**src/rtl/stdp_pkg.sv**
```systemverilog
package stdp_pkg;

   localparam int NUM_TRACES = 2;

   typedef enum logic {
      TR_PRE  = 1'b0,
      TR_POST = 1'b1
   } trace_sel_e;

endpackage

```
**src/rtl/stdp_trace_reg.sv**
```systemverilog
module stdp_trace_reg #(
   parameter int TRACE_W    = 8,
   parameter int SHIFT_W    = 3,
   parameter int TRACE_STEP = 64
) (
   input  logic               clk,
   input  logic               rst,
   input  logic               bump,
   input  logic               tick,
   input  logic [SHIFT_W-1:0] shift_amt,
   output logic [TRACE_W-1:0] trace
);

   localparam logic [TRACE_W-1:0] STEP_V = TRACE_W'(TRACE_STEP);
   localparam logic [TRACE_W-1:0] MAX_V  = {TRACE_W{1'b1}};

   if (TRACE_STEP < 1 || TRACE_STEP > (2**TRACE_W) - 1) begin : g_bad_step
      $error("TRACE_STEP must fit inside the trace width and be nonzero");
   end

   logic [TRACE_W-1:0] decayed;
   logic [TRACE_W:0]   bumped;
   logic [TRACE_W-1:0] trace_nxt;

   always_comb begin
      decayed   = tick ? (trace >> shift_amt) : trace;
      bumped    = {1'b0, decayed} + {1'b0, STEP_V};
      if (bump) begin
         trace_nxt = bumped[TRACE_W] ? MAX_V : bumped[TRACE_W-1:0];
      end else begin
         trace_nxt = decayed;
      end
   end

   always_ff @(posedge clk) begin
      if (rst) begin
         trace <= '0;
      end else begin
         trace <= trace_nxt;
      end
   end

endmodule

```
**src/rtl/stdp_gain_scale.sv**
```systemverilog
module stdp_gain_scale #(
   parameter int TRACE_W    = 8,
   parameter int GAIN_W     = 4,
   parameter int GAIN_SHIFT = 4,
   parameter int WEIGHT_W   = 8
) (
   input  logic [TRACE_W-1:0]  trace,
   input  logic [GAIN_W-1:0]   gain,
   output logic [WEIGHT_W-1:0] amount
);

   localparam int PROD_W   = TRACE_W + GAIN_W;
   localparam int SCALED_W = PROD_W - GAIN_SHIFT;

   if (GAIN_SHIFT < 0 || SCALED_W < 1) begin : g_bad_shift
      $error("GAIN_SHIFT must leave at least one product bit");
   end

   logic [PROD_W-1:0]   prod;
   logic [SCALED_W-1:0] scaled;

   assign prod = PROD_W'(trace) * PROD_W'(gain);

   if (GAIN_SHIFT == 0) begin : g_unscaled
      assign scaled = prod;
   end else begin : g_scaled
      assign scaled = prod[PROD_W-1:GAIN_SHIFT];
   end

   if (SCALED_W > WEIGHT_W) begin : g_clip
      assign amount = (|scaled[SCALED_W-1:WEIGHT_W]) ? {WEIGHT_W{1'b1}}
                                                     : scaled[WEIGHT_W-1:0];
   end else begin : g_fit
      assign amount = WEIGHT_W'(scaled);
   end

endmodule

```
**src/rtl/stdp_weight_rmw.sv**
```systemverilog
module stdp_weight_rmw #(
   parameter int WEIGHT_W    = 8,
   parameter int WEIGHT_INIT = 128
) (
   input  logic                clk,
   input  logic                rst,
   input  logic                learn_en,
   input  logic                dep_req,
   input  logic                pot_req,
   input  logic [WEIGHT_W-1:0] dep_amt,
   input  logic [WEIGHT_W-1:0] pot_amt,
   output logic [WEIGHT_W-1:0] weight
);

   localparam logic [WEIGHT_W-1:0] W_MAX  = {WEIGHT_W{1'b1}};
   localparam logic [WEIGHT_W-1:0] W_RST  = WEIGHT_W'(WEIGHT_INIT);

   if (WEIGHT_INIT < 0 || WEIGHT_INIT > (2**WEIGHT_W) - 1) begin : g_bad_init
      $error("WEIGHT_INIT must be representable in the weight width");
   end

   logic [WEIGHT_W-1:0] after_dep;
   logic [WEIGHT_W:0]   pot_sum;
   logic [WEIGHT_W-1:0] after_pot;
   logic [WEIGHT_W-1:0] dep_eff;
   logic [WEIGHT_W-1:0] pot_eff;

   always_comb begin
      dep_eff   = dep_req ? dep_amt : '0;
      pot_eff   = pot_req ? pot_amt : '0;
      after_dep = (dep_eff > weight) ? '0 : (weight - dep_eff);
      pot_sum   = {1'b0, after_dep} + {1'b0, pot_eff};
      after_pot = pot_sum[WEIGHT_W] ? W_MAX : pot_sum[WEIGHT_W-1:0];
   end

   always_ff @(posedge clk) begin
      if (rst) begin
         weight <= W_RST;
      end else if (learn_en) begin
         weight <= after_pot;
      end
   end

endmodule

```
**src/rtl/stdp_synapse_learner.sv**
```systemverilog
module stdp_synapse_learner
   import stdp_pkg::*;
#(
   parameter int WEIGHT_W    = 8,
   parameter int TRACE_W     = 8,
   parameter int SHIFT_W     = 3,
   parameter int GAIN_W      = 4,
   parameter int GAIN_SHIFT  = 4,
   parameter int TRACE_STEP  = 64,
   parameter int WEIGHT_INIT = 128
) (
   input  logic                clk,
   input  logic                rst,
   input  logic                learn_en,
   input  logic                pre_spike,
   input  logic                post_spike,
   input  logic                decay_tick,
   input  logic [SHIFT_W-1:0]  pre_shift,
   input  logic [SHIFT_W-1:0]  post_shift,
   input  logic [GAIN_W-1:0]   pot_gain,
   input  logic [GAIN_W-1:0]   dep_gain,
   output logic [WEIGHT_W-1:0] weight,
   output logic [TRACE_W-1:0]  pre_trace,
   output logic [TRACE_W-1:0]  post_trace
);

   localparam int IDX_PRE  = int'(TR_PRE);
   localparam int IDX_POST = int'(TR_POST);

   if (WEIGHT_W < 1 || WEIGHT_W > 8) begin : g_bad_wwidth
      $error("WEIGHT_W must lie between 1 and 8 bits");
   end
   if (TRACE_W < 2) begin : g_bad_twidth
      $error("TRACE_W must be at least 2 bits");
   end
   if (SHIFT_W < 1 || GAIN_W < 1) begin : g_bad_cfg
      $error("SHIFT_W and GAIN_W must be at least 1 bit");
   end

   logic [SHIFT_W-1:0] shift_v [NUM_TRACES];
   logic               bump_v  [NUM_TRACES];
   logic [TRACE_W-1:0] trace_v [NUM_TRACES];

   assign bump_v[IDX_PRE]   = pre_spike;
   assign bump_v[IDX_POST]  = post_spike;
   assign shift_v[IDX_PRE]  = pre_shift;
   assign shift_v[IDX_POST] = post_shift;

   for (genvar i = 0; i < NUM_TRACES; i++) begin : g_trace
      stdp_trace_reg #(
         .TRACE_W    (TRACE_W),
         .SHIFT_W    (SHIFT_W),
         .TRACE_STEP (TRACE_STEP)
      ) u_trace (
         .clk       (clk),
         .rst       (rst),
         .bump      (bump_v[i]),
         .tick      (decay_tick),
         .shift_amt (shift_v[i]),
         .trace     (trace_v[i])
      );
   end

   assign pre_trace  = trace_v[IDX_PRE];
   assign post_trace = trace_v[IDX_POST];

   logic [WEIGHT_W-1:0] pot_amt;
   logic [WEIGHT_W-1:0] dep_amt;

   stdp_gain_scale #(
      .TRACE_W    (TRACE_W),
      .GAIN_W     (GAIN_W),
      .GAIN_SHIFT (GAIN_SHIFT),
      .WEIGHT_W   (WEIGHT_W)
   ) u_pot_scale (
      .trace  (trace_v[IDX_PRE]),
      .gain   (pot_gain),
      .amount (pot_amt)
   );

   stdp_gain_scale #(
      .TRACE_W    (TRACE_W),
      .GAIN_W     (GAIN_W),
      .GAIN_SHIFT (GAIN_SHIFT),
      .WEIGHT_W   (WEIGHT_W)
   ) u_dep_scale (
      .trace  (trace_v[IDX_POST]),
      .gain   (dep_gain),
      .amount (dep_amt)
   );

   stdp_weight_rmw #(
      .WEIGHT_W    (WEIGHT_W),
      .WEIGHT_INIT (WEIGHT_INIT)
   ) u_weight (
      .clk      (clk),
      .rst      (rst),
      .learn_en (learn_en),
      .dep_req  (pre_spike),
      .pot_req  (post_spike),
      .dep_amt  (dep_amt),
      .pot_amt  (pot_amt),
      .weight   (weight)
   );

endmodule

```
**config.mk**
```make
export PLATFORM = sky130hd
export DESIGN_NAME = stdp_synapse_learner
export DESIGN_NICKNAME = d
export VERILOG_FILES = /design/src/rtl/stdp_pkg.sv /design/src/rtl/stdp_trace_reg.sv /design/src/rtl/stdp_gain_scale.sv /design/src/rtl/stdp_weight_rmw.sv /design/src/rtl/stdp_synapse_learner.sv
export SDC_FILE = /design/constraint.sdc
export NUM_CORES = 1
export LEC_CHECK = 0
export CAP_MARGIN = 10
export CORE_MARGIN = 10
export CORE_UTILIZATION = 40
export CTS_CLUSTER_SIZE = 25
export DETAILED_ROUTE_END_ITERATION = 16
export GPL_TIMING_DRIVEN = 0
export PLACE_DENSITY = 0.61
export RECOVER_POWER = 100
export SLEW_MARGIN = 20
export SYNTH_ARGS = -nofsm -noshare
export SYNTH_HDL_FRONTEND = slang
export SYNTH_HIERARCHICAL = 1
export SYNTH_SLANG_ARGS = --single-unit
```
**constraint.sdc**
```tcl
create_clock -name clk -period 15.9 [get_ports clk]
set_input_delay 2.385 -clock clk [delete_from_list [all_inputs] [get_ports clk]]
set_output_delay 2.385 -clock clk [all_outputs]
set_load 0.05 [all_outputs]
```
==> qor.yml <==
outcome:
  outcome: "completed"
synth:
  syn-num-nets: 595
  yosysWarnings: 6
  synthArstFlopShare_pct: 0
  synth-edff-count: 0
  ys.flop_type: "dfxtp_1"
  synthCells: 506
  ys_seq_area_share_pct: 11.9
  ys_types: 65
  postSynthAreaPerCell_um2: 7.97
  synth_area_um2: 4030
  ys_seq_elements: 24
critical_path:
  rr_startpoint: "g_trace[1].u_trace/trace[2]"
  cp.buffers_inverters: 3
  cp.arrival_ns: 9.37
  endpoint_kind: "register"
  reg2reg_to: "u_weight/weight[3]"
  crit_type: "input pin to register"
  rrSetupSlack_ns: 9.01
  crit_fanout: 8
  required_ns: 16.02
  cp-start-kind: "input pin"
  crit_family: "adder cells"
  slowest_stage: "nor3b_1"
  max_stage_delay_ns: 0.78
  ff2ff_path_depth: 24
die:
  initial_core_util_pct: 41.2
  chipHeight_um: 120
  coreArea_um2: 9770
  ios: 44
  fp.dieArea_um2: 14500
  rows: 36
  die_w_um: 120
hold_path:
  hold_path.class: "register to register"
  worstHoldStart: "u_weight/weight[6]"
  hold_end: "u_weight/weight[6]"
  min_path_cells: 2
cts:
  htree_levels: 1
  postCtsSetupRepairBufs: 0
  cts-buffers-inserted: 3
  cts_root_buf: "clkbuf_8"
  ctsHoldBuffers: 0
  post_cts_resized: 0
  path_clk_slew_ns: 0.10
  cts_tree: "built"
  clk_path_buf_depth: 2
  cts_sinks: 24
  clock_latency_ns: 0.27
timing:
  fin_crit_sh_pct: 58.2
  timing.fmax_mhz: 108
  fin_skew_ns: 0.00738
  setup_viol: 0
  period_needed_ns: 9.25
  worstMarginPinSlew_ns: 0.947
  worst_slack_ns: 6.65
  rsz0062_at_grt: "no"
  timing.hold.ws_ns: 0.519
  hold_viol: 0
  fin_tns_setup_ns: 0
  slew_viol_final: 0
  relSlewSlack_pct: 36.7
job:
  cap_viol_max_count: 0
cells_and_area:
  area_delta_synth_final_pct: 14.9
  drive_above_1_share_pct: 7.26
  final-seq-area_um2: 480
  n_antenna_cell: 0
  stdcell_count: 684
  fillerInstances: 998
  finalNetCount: 641
  multiInputGateArea_um2: 3290
grt:
  antenna_found_initial: 0
  grt_use_total_pct: 13.3
  grt_pass1_vias: 3513
  grt_max_degree: 17
  grt-ovfl-total: 0
  grt_pass1_wl_um: 16700
placement:
  pre_cts_ws_ns: 7.23
  place.gp.congestion: 0.848
  dp_cells: 680
  port_buffers: 41
  hpwl_um: 7870
drt:
  route.detailed.drc: 0
  detail-route-antenna-nets: 0
  drt_iter0_markers: 167
  post_drt_wl_per_cell_um: 14.2
  vias: 3599
  viasPerCell: 5.26
  firstDrtPassIters: 4
  finalWirelength_um: 9730
power_and_ir_drop:
  vdd_drop_max_uv: 44.6
  cellPowerDensity_nw_per_um2: 74.1
  power_leakage_uw: 0.00218
==> tightest hold or removal path, stage by stage, from the launching register on <==
cell	delay (ns)
dfxtp_1	0.34
nor2_1	0.09
a211oi_1	0.05
==> flip-flops by register name, summed over array words and instances, names as in the netlist <==
register	flops
g_trace.u_trace/trace	16
u_weight/weight	8
==> routing by layer <==
layer / routed length (µm) / global-route usage (%) / vias to the layer above
li1: - / - / 1850
met3: 348 / 2.37 / 4
met2: 4540 / 22.2 / 45
met1: 4790 / 17.6 / 1700
met4: 57 / 2.26 / 0
met5: 0 / 0 / -
==> final cells by class <==
class,instances,share of cell area [%]
plain buffers,15,1.57
clock buffers,4,1.19
inverters,43,3.48
well taps,133,3.59
repair buffers,41,8.86
flip-flops and latches,24,10.4
multi-input cells,424,70.9
==> stage by stage <==
step | cell area [µm²] | utilization, % | power, µW
global route | 4630 | 47.4 | 371
floorplan | 4030 | - | 250
CTS | 4660 | 47.7 | 352
finish | 4630 | 47.4 | 343
global placement | 4610 | 47.1 | 301
detailed placement | 4610 | 47.1 | 308
==> where the power goes <==
| group | leakage [µW] | switching [µW] | internal (µW) | total, µW |
|---|---|---|---|---|
| sequential | 0.000197 | 10.0 | 67.5 | 77.5 |
| combinational | 0.00195 | 131 | 91.5 | 223 |
| clock | 0.0000288 | 21.2 | 22.1 | 43.3 |
==> Yosys cell counts (5+ instances only) <==
cell type / count / share of area [%]
nor2_1: 40 / 3.7
xnor2_1: 12 / 2.6
a211oi_1: 11 / 2.0
o21ai_0: 14 / 1.7
a21o_1: 5 / 0.93
nor2b_1: 11 / 1.7
mux2i_1: 17 / 4.2
o21ai_1: 5 / 0.62
and2_2: 6 / 1.1
nor3_1: 5 / 0.62
a21oi_1: 29 / 3.6
fa_1: 24 / 12
a31oi_1: 9 / 1.4
nand3_1: 6 / 0.74
inv_1: 43 / 4.0
o211ai_1: 6 / 1.1
xor2_1: 6 / 1.3
dfxtp_1: 24 / 12
ha_1: 45 / 14
nand2_1: 64 / 6.0
and2_1: 36 / 5.6
==> layout by cell type, fill, tap and decap left out, types with 9 or more instances in the layout <==
| cell type | n |
|---|---|
| clkdlybuf4s50_1 | 15 |
| xnor2_1 | 12 |
| a31oi_1 | 9 |
| and2_1 | 35 |
| nand2_1 | 64 |
| a211oi_1 | 11 |
| nor2_1 | 41 |
| fa_1 | 24 |
| ha_1 | 45 |
| nor2b_1 | 11 |
| dlygate4sd3_1 | 26 |
| dfxtp_1 | 24 |
| a21oi_1 | 29 |
| inv_1 | 43 |
| mux2i_1 | 17 |
| o21ai_0 | 17 |
==> worst max-delay path by stage <==
stage,slack [ns],end,cells after the start,start
4_1_cts,7.49,u_weight/weight[7],25,dep_gain[3]
3_3_place_gp,7.30,u_weight/weight[7],25,dep_gain[3]
6_report,6.65,u_weight/weight[3],25,dep_gain[3]
2_1_floorplan,8.31,u_weight/weight[7],24,dep_gain[3]
5_1_grt,6.16,u_weight/weight[1],25,dep_gain[3]
3_5_place_dp,7.23,u_weight/weight[7],25,dep_gain[3]
==> kinds of logic after synthesis <==
| family | count (synthesis) | synth area share (%) |
|---|---|---|
| mux | 22 | 6.18 |
| fa+ha+maj | 69 | 25.9 |
| simple gates | 207 | 27.9 |
| buf+inv | 58 | 5.90 |
| flops | 24 | 11.9 |
| xor+xnor | 18 | 3.91 |
| compound gates | 108 | 18.3 |
No activity file was read; power rests on OpenSTA's default activity.
